--- src/rtl/mprot_pkg.sv ---
package mprot_pkg;
  localparam int PID_W = 4;
  localparam int NPID  = 1 << PID_W;

  typedef struct packed {
    logic            ex_ok;
    logic            wr_ok;
    logic            rd_ok;
    logic            dbg_en;
    logic            nonsec;
    logic [NPID-1:0] pid_mask;
  } rng_attr_t;

  localparam int ATTR_W = $bits(rng_attr_t);

  localparam logic [1:0] KIND_RD = 2'b00;
  localparam logic [1:0] KIND_WR = 2'b01;
endpackage

--- src/rtl/mprot_regs.sv ---
module mprot_regs
  import mprot_pkg::*;
#(
  parameter int AW     = 32,
  parameter int NRANGE = 4,
  parameter int RAW    = 5
) (
  input  logic            clk,
  input  logic            rst_n,
  input  logic            reg_we,
  input  logic [RAW-1:0]  reg_addr,
  input  logic [31:0]     reg_wdata,
  output logic [AW-1:0]   lo_q   [NRANGE],
  output logic [AW-1:0]   hi_q   [NRANGE],
  output rng_attr_t       attr_q [NRANGE]
);
  for (genvar i = 0; i < NRANGE; i++) begin : g_win
    logic en_lo, en_hi, en_attr;
    logic [AW-1:0] lo_d, hi_d;
    rng_attr_t attr_d;

    always_comb begin
      en_lo   = reg_we && (reg_addr == RAW'(4*i));
      en_hi   = reg_we && (reg_addr == RAW'(4*i + 1));
      en_attr = reg_we && (reg_addr == RAW'(4*i + 2));
      lo_d    = en_lo   ? reg_wdata[AW-1:0]     : lo_q[i];
      hi_d    = en_hi   ? reg_wdata[AW-1:0]     : hi_q[i];
      attr_d  = en_attr ? reg_wdata[ATTR_W-1:0] : attr_q[i];
    end

    always_ff @(posedge clk or negedge rst_n) begin
      if (!rst_n) begin
        lo_q[i]   <= '0;
        hi_q[i]   <= '0;
        attr_q[i] <= '0;
      end else begin
        lo_q[i]   <= lo_d;
        hi_q[i]   <= hi_d;
        attr_q[i] <= attr_d;
      end
    end
  end
endmodule

--- config.mk ---
export PLATFORM = sky130hd
export DESIGN_NAME = mprot_regs
export DESIGN_NICKNAME = d
export VERILOG_FILES = /design/src/rtl/mprot_pkg.sv /design/src/rtl/mprot_regs.sv
export SDC_FILE = /design/constraint.sdc
export NUM_CORES = 1
export LEC_CHECK = 0
export ABC_CLOCK_PERIOD_IN_PS = 1100
export BUFFER_PORTS_ARGS = -buffer_cell sky130_fd_sc_hd__buf_4
export CAP_MARGIN = 20
export CORE_ASPECT_RATIO = 1.75
export CORE_MARGIN = 5
export CORE_UTILIZATION = 55
export DETAILED_ROUTE_END_ITERATION = 8
export PLACE_DENSITY_LB_ADDON = 0.2
export SYNTH_ARGS = -nofsm -noshare
export SYNTH_HDL_FRONTEND = slang
export SYNTH_SLANG_ARGS = --single-unit
--- constraint.sdc ---
create_clock -name clk -period 1.1 [get_ports clk]
set_input_delay 0.22 -clock clk [delete_from_list [all_inputs] [get_ports clk]]
set_output_delay 0.22 -clock clk [all_outputs]
set_load 0.01 [all_outputs]
Yosys cells after proc, flatten, opt, wreduce, memory -nomap -nowiden --
Cells that the tools add are included.
Storage, ports and cells: register bits 340, logic and storage cells 56
Cells by class: equal/unequal tests 11, reductions and logical operators 13
Operators with widths (count):
- 5-bit by 4-bit equality test with 1-bit output (second input constant) | 6
- 5-bit by 3-bit equality test with 1-bit output (second input constant) | 3
- 1-bit logical AND | 12
- 5-bit by 1-bit equality test with 1-bit output (second input constant) | 1
- 5-bit by 2-bit equality test with 1-bit output (second input constant) | 1
- 5-bit zero test | 1

Logic depth before layout (Yosys ltp) --
Gate-level depths: netlist of run 1.
depth after elaboration 2, mapped depth 5, gate-level depth less buffers 3

Worst setup path before layout of run 1 --
No wires, ideal clock.
path type input to register, from in reg_addr[4], to reg lo_q[0] (netlist name), arrival 1.300 ns, data required time 0.975 ns, slack -0.325 ns, stages 5, path buffers 2, path through nand4b_1 -> or3_1 -> buf_2 -> buf_6 -> mux2_4
On the way: word-level cells in the longest chain between the ends 2
Ends and longest elaborated chain:
- start: declaration | line mprot_regs.sv:11 | input logic [RAW-1:0] reg_addr,
- 5-bit by 4-bit equality test with 1-bit output | line mprot_regs.sv:23 | en_lo = reg_we && (reg_addr == RAW'(4*i));
- 1-bit logical AND | line mprot_regs.sv:23
- end signal: indexed assignment | line mprot_regs.sv:37 | lo_q[i] <= lo_d;
- end: declaration | line mprot_regs.sv:13 | output logic [AW-1:0] lo_q [NRANGE],
No other way between the ends. A chain may end at the register's enable or synchronous reset.

Worst setup path after layout of run 1 --
from reg attr_q[22] (netlist name), to out attr_q[22] (netlist name)
RTL lines:
- start: declaration | line mprot_regs.sv:15 | output rng_attr_t attr_q [NRANGE]
- start signal: indexed assignment | line mprot_regs.sv:39 | attr_q[i] <= attr_d;
No word-level cell between the ends.

==> metrics.md, run 1 <==
| Metric | Value |
|---|---|
| Outcome | complete, but fails checks |
| Failing checks | setup timing |
| Synthesized area | 12,800 sq um |
| CP arrival | 1.16 ns |
| Number of fill cells | 858 |
| Worst setup EP type | output port |
| Area occupied by registers | 8510 sq um |
| Ratio of final minimum period to clock period | 1.25 |
| Yosys reg bits | 340 |
| Area delta synth->final | 58.3% |
| Final setup fails | 340 |
| Vias in the first global route | between 9,000 and 10,000 |
| Slew @ Worst Pin | 0.378 ns |
| Die Span Y | 212 microns |
| Die Footprint | 26,600 sq um |
| Setup skew after layout | 0 ns |
| H-tree levels | 1 |
| Post-synth top area share | 0.663 |
| Final Worst Setup Slack | -0.280 ns |
| Setup TNS | -66.17 ns |
| YS warnings | 0 |
| Top delay family on crit path | flip-flops |
| CP Buf/Inv Count | 1 |
| Global Route Usage Sum | 0.298 |
| Top_reg_cell synth | dfrtp_1 |
| Levels on crit path | 1 |
| # diodes | 0 |
| CTS tree | built |
| Crit start category | flip-flop |
| CP peak stage delay | between 0.4 and 0.5 ns |
| Cell taking the most area after synthesis | dfrtp_1 |
| RR Startpoint | lo_q[4]$_DFFE_PN0P_ |
| Post-synth top cells | dfrtp_1 (340), mux2_2 (309), mux2_4 (30), buf_2 (27), clkbuf_1 (22) |
| TritonCTS Buffers | 29 |
| Distinct cells, synth | 15 |
| Vias/cell | 5.42 |
| Final Instance Area | 20,300 sq um |
| CP Cell Sequence | buf_6 |
| Post-Synthesis Cells | 754 |
| Fin. max-slew vios | 0 |
| Port bufs | 379 |
| Register area share after synthesis | 0.663 |
| Layout cell share with drive strength beyond 1 | 0.735 |
| 1st-iter DRT viols | 516 |
| Area contributors post-synth | dfrtp_1 (66%), mux2_2 (27%), mux2_4 (3.5%) |
| EDFF count, synth | 0 |
| Drt total wl | 43,900 microns |
| 1st-pass router iterations | 4 |
| Largest net degree at the start of global routing | 49 |
| GP Congestion | 0.815 |
| Core area | 23,100 sq um |
| Max cap viols | 0 |
| Reg clk slew, reported paths | 0.07 ns |
| Detailed placement HPWL | approximately 26,000 microns |
| Final min period | 1.38 ns |
| Clk_lat worst skew | ~0.55 ns |
| Initial Util | 0.555 |
| Area of the multi-input gates | 4270 sq um |
| Root buf cell | clkbuf_16 |
| Avg Cell Area, Syn | 17.0 sq um |
| Die W | ~130 microns |
| Final hold vios | 0 |
| Crit path required time | 0.88 ns |
| First-pass GRT wire length | 60,300 microns |
| Syn_nets | 794 |
| FF-to-FF setup slack | 0 ns |
| Placed cell areas | 16,700 sq um |
| CTS sink cnt | 340 |
| Fmax | 725 MHz |
| DR DRC count | 0 |
| Clk buf depth | 3 |
| Gr ovfl total | 0 |
| Hold/Removal Path Class | in -> reg |
| R2R depth | 3 |
| Via count | between 8,000 and 9,000 |
| Pwr Density | between 1500 and 2000 nW/um^2 |
| Worst r2r dst | lo_q[4]$_DFFE_PN0P_ |
| CP endpoint | attr_q[22] |
| Most common cell in the netlist | dfrtp_1 |
| Power Total | 0.0402 W |
| NumNets Final | 1,367 |
| Critical path class | reg -> out |
| RSZ-0062 raised after global routing | true |
| Max IR drop VDD | 0.00163 V |
| Leak | slightly above 10 nW |
| CP Launch Point | attr_q[22]$_DFFE_PN0P_ |
| Post-synth ARST share | 1.00 |
| Final antenna-violating net count | 0 |
| Max_slew headroom | 0.748 |
| FP Rows | 74 |
| Worst Path Max Fanout | 2 |
| CP max-delay cell | dfrtp_1 |
| WL per Instance | 26.6 microns |
| # IOs | between 300 and 400 |
| Initial antenna violation count | 0 |
## worst reg2reg max path: cells and delay by family (launching register included)
| family | cells | cell delay, ns |
|---|---|---|
| muxes | 1 | 0.27 |
| buffers and inverters | 2 | 0.28 |
| DFF | 1 | 0.43 |
## timing repair
| item | 4_1_cts | 5_1_grt |
|---|---|---|
| buffers inserted | 84 | 78 |
| hold endpoints to repair | 416 | 0 |
| pin swaps | 0 | 0 |
| hold buffers | 11 | 0 |
| gates resized for setup | 340 | 2 |
| cloned | 0 | 1 |
| endpoints found under the setup margin | 340 | 372 |
## per-layer routing
| layer | track usage | routed length, microns |
|---|---|---|
| met1 | 0.340 | 15000 |
| met3 | 0.0649 | 2990 |
| met4 | 0.153 | 2610 |
| met5 | 0 | 0 |
| met2 | 0.526 | 23300 |
## area by class of cell
cell class,instances,share of cell area
sequential,340,0.419
clock inverter,11,0.00689
clock buffer,41,0.0414
timing repair buffer,597,0.304
multi-input combinational,359,0.210
tap,304,0.0187
## logic make-up after synthesis
group	count (synthesis)	synth area share
AND/OR/NAND/NOR	19	0.00916
buffers and inverters	55	0.0213
multiplexers	340	0.307
flip-flops	340	0.663
## flip-flops by register name, indices dropped and copies added, names as in the netlist
| name | flops |
|---|---|
| hi_q | 128 |
| attr_q | 84 |
| lo_q | 128 |
## metrics by stage
step,cells,util,setup slack [ns],hold WS (ns)
2_1_floorplan,754,-,-0.325,-0.0756
3_3_place_gp,1426,0.722,-0.545,0.132
3_5_place_dp,1426,0.722,-0.565,0.134
4_1_cts,1573,0.852,-0.277,0.00509
5_1_grt,1652,0.878,-0.292,0.0191
6_report,1652,0.878,-0.280,0.0239
## cells in the final DEF, fill, tap and decap left out, types with 5 or more instances in the layout
cell,n
mux2_2,278
clkbuf_1,5
buf_4,214
dfrtp_1,339
clkbuf_16,30
buf_6,340
buf_12,30
mux2_4,62
clkinv_2,5
dlygate4sd3_1,11
clkbuf_8,7
nand2_4,6
## worst min-delay path by stage
stage,start,to,slack [ns],cells past startpoint
6_report,reg_wdata[31],hi_q[31]$_DFFE_PN0P_,0.02,2
5_1_grt,reg_wdata[31],lo_q[31]$_DFFE_PN0P_,0.02,2
4_1_cts,reg_wdata[31],hi_q[31]$_DFFE_PN0P_,0.005,2
3_5_place_dp,rst_n,lo_q[92]$_DFFE_PN0P_,0.13,1
3_3_place_gp,rst_n,lo_q[92]$_DFFE_PN0P_,0.13,1
2_1_floorplan,rst_n,attr_q[0]$_DFFE_PN0P_,-0.08,0
## report_power, final
part           internal, W  total [W]  switching [W]
Clock              0.00603     0.0106        0.00459
Sequential          0.0150     0.0170        0.00205
Combinational      0.00799     0.0126        0.00459
Total               0.0290     0.0402         0.0112
(Power assumes the default switching activity.)
==> run 2: changes to the inputs <==
- CTS_BUF_LIST: default -> sky130_fd_sc_hd__clkbuf_4 sky130_fd_sc_hd__clkbuf_8
==> metrics.md, run 2 (same netlist as run 1, synthesis figures left out) <==
| Metric | Value |
|---|---|
| Pwr Density | 1950 nW/um^2 |
| Internal power | 0.0283 W |
| Post-Layout Cell Count | 1,703 |
| Clk pwr share | 0.249 |
| Slew @ Worst Pin | 0.377 ns |
| CP arrival | approximately 1.2 ns |
| Largest net degree at the start of global routing | a little under 50 |
| CTS tree | built |
| Die Span Y | 212 microns |
| CP Cell Sequence | buf_6 |
| Vias in the first global route | slightly above 10,000 |
| Reg clk slew, reported paths | approximately 0.070 ns |
| CP Launch Point | lo_q[70]$_DFFE_PN0P_ |
| Critical path class | reg -> out |
| Top delay family on crit path | flip-flops |
| Final setup fails | 347 |
| DR DRC count | 0 |
| FP Rows | between 70 and 80 |
| Outcome | complete, but fails checks |
| Gr ovfl total | 0 |
| CP max-delay cell | dfrtp_1 |
| Switching Fraction | 0.290 |
| Hold WS | between 0.03 and 0.04 ns |
| Initial antenna violation count | 0 |
| Final Worst Setup Slack | -0.280 ns |
| NumNets Final | approximately 1,400 |
| Fin. max-slew vios | 0 |
| Die W | 126 microns |
| TritonCTS Buffers | 46 |
| Vias/cell | 5.58 |
| Failing checks | setup timing |
| Crit start category | flip-flop |
| CP peak stage delay | 0.45 ns |
| Core area | 23,100 sq um |
| Fmax | 725 MHz |
| Most common cell after layout, fill and taps aside | buf_6 |
| Layout cell share with drive strength beyond 1 | 0.738 |
| Via count | approximately 9,500 |
| Final Util | 0.886 |
| Max IR drop VDD | 0.00152 V |
| Ratio of final minimum period to clock period | 1.25 |
| 1st-iter DRT viols | 640 |
| Root buf cell | clkbuf_8 |
| Clk_lat worst skew | around 0.56 ns |
| 1st-pass router iterations | 6 |
| P_sw | around 0.012 W |
| Clk buf depth | 3 |
| CP Buf/Inv Count | 1 |
| First-pass GRT wire length | 64,200 microns |
| CTS sink cnt | 340 |
| Drt total wl | about 46,000 microns |
| Port bufs | about 380 |
| Die Footprint | around 27,000 sq um |
| Hold depth | 2 |
| Crit path required time | a little under 0.9 ns |
| Detailed placement HPWL | 25,600 microns |
| Max_slew headroom | 0.749 |
| Final antenna-violating net count | 0 |
| FF-to-FF setup slack | around 0.020 ns |
| DP Cell Count | 1,426 |
| Combinational power share | 0.323 |
| Worst Path Max Fanout | 2 |
| Worst setup EP type | output port |
| Setup skew after layout | 0 ns |
| Area delta synth->final | 59.7% |
| WHS Endpoint | hi_q[19]$_DFFE_PN0P_ |
| Initial Util | 0.555 |
| Biggest regs | hi_q: 128 flops, lo_q: 128 flops, attr_q: 84 flops |
| H-tree levels | 2 |
| WL per Instance | roughly 27 microns |
| # diodes | 0 |
| Max cap viols | 0 |
| Worst r2r dst | hi_q[117]$_DFFE_PN0P_ |
| Final Instance Area | 20,500 sq um |
| Commonest non-fill, non-tap cells in the layout | buf_6 (340), dfrtp_1 (338), mux2_2 (278) |
| Leak | 10.5 nW |
| Hold Crit Start | reg_wdata[19] |
| Post-Place Worst Slack | -0.565 ns |
| Final min period | 1.38 ns |
| Hold/Removal Path Class | in -> reg |
| RSZ-0062 raised after global routing | true |
| Reg power frac | 0.428 |
| Global Route Usage Sum | 0.318 |
| Placed cell areas | about 17,000 sq um |
| R2R depth | 3 |
| # IOs | between 300 and 400 |
| Final hold vios | 0 |
| GP Congestion | 0.815 |
| RR Startpoint | hi_q[117]$_DFFE_PN0P_ |
==> run 2: changes by cell type in the layout (fill, tap and decap cells not counted), sizes merged <==
cell and change:
buf +13, bufinv -3, clkbuf +30, clkinv -4, dlygate4sd3 +15
==> run 2: worst max-delay path by stage <==
stage / endpoint / slack [ns] / cells past startpoint
after floorplan: lo_q[0]$_DFFE_PN0P_ / -0.32 / 5
after global placement: lo_q[28]$_DFFE_PN0P_ / -0.54 / 5
after detailed placement: lo_q[27]$_DFFE_PN0P_ / -0.57 / 5
after CTS: attr_q[61] / -0.31 / 1
after global routing: attr_q[62] / -0.31 / 1
final: lo_q[70] / -0.28 / 1
==> run 2: final cells by class <==
cell class	instances	area, sq um
sequential	340	8510
timing repair buffer	624	6410
multi-input combinational	359	4270
fill	820	2640
clock buffer	72	910
tap	304	380
clock inverter	4	26.3
==> run 2: what timing repair did <==
action,4_1_cts,5_1_grt
hold endpoints to repair,520,0
setup endpoints to repair,340,340
hold buffers,26,0
buffers inserted,82,93
gates resized for setup,340,2
==> run 2: metal layers <==
| layer | wire (microns) | track usage | vias up | part of all wire |
|---|---|---|---|---|
| met5 | 0 | 0 | - | 0 |
| met1 | 16000 | 0.352 | 4998 | 0.35 |
| met2 | 24700 | 0.567 | 462 | 0.53 |
| li1 | - | - | 3872 | - |
| met3 | 2720 | 0.0764 | 163 | 0.059 |
| met4 | 2860 | 0.166 | 0 | 0.062 |
==> run 2: metrics by stage <==
| stage | TNS, ns | power, W |
|---|---|---|
| CTS | -80.76 | 0.0382 |
| detailed placement | -150.42 | 0.0257 |
| global route | -86.21 | 0.0413 |
| finish | -72.83 | 0.0399 |
| global placement | -144.53 | 0.0253 |
| floorplan | -51.98 | 0.0200 |
==> run 2: power by group through the flow <==
stage               logic, W  registers (W)  clock network [W]
CTS                   0.0115         0.0168            0.00987
floorplan            0.00254         0.0175                  0
detailed placement   0.00909         0.0166                  0
global route          0.0134         0.0173             0.0106
finish                0.0129         0.0171            0.00995
global placement     0.00888         0.0165                  0
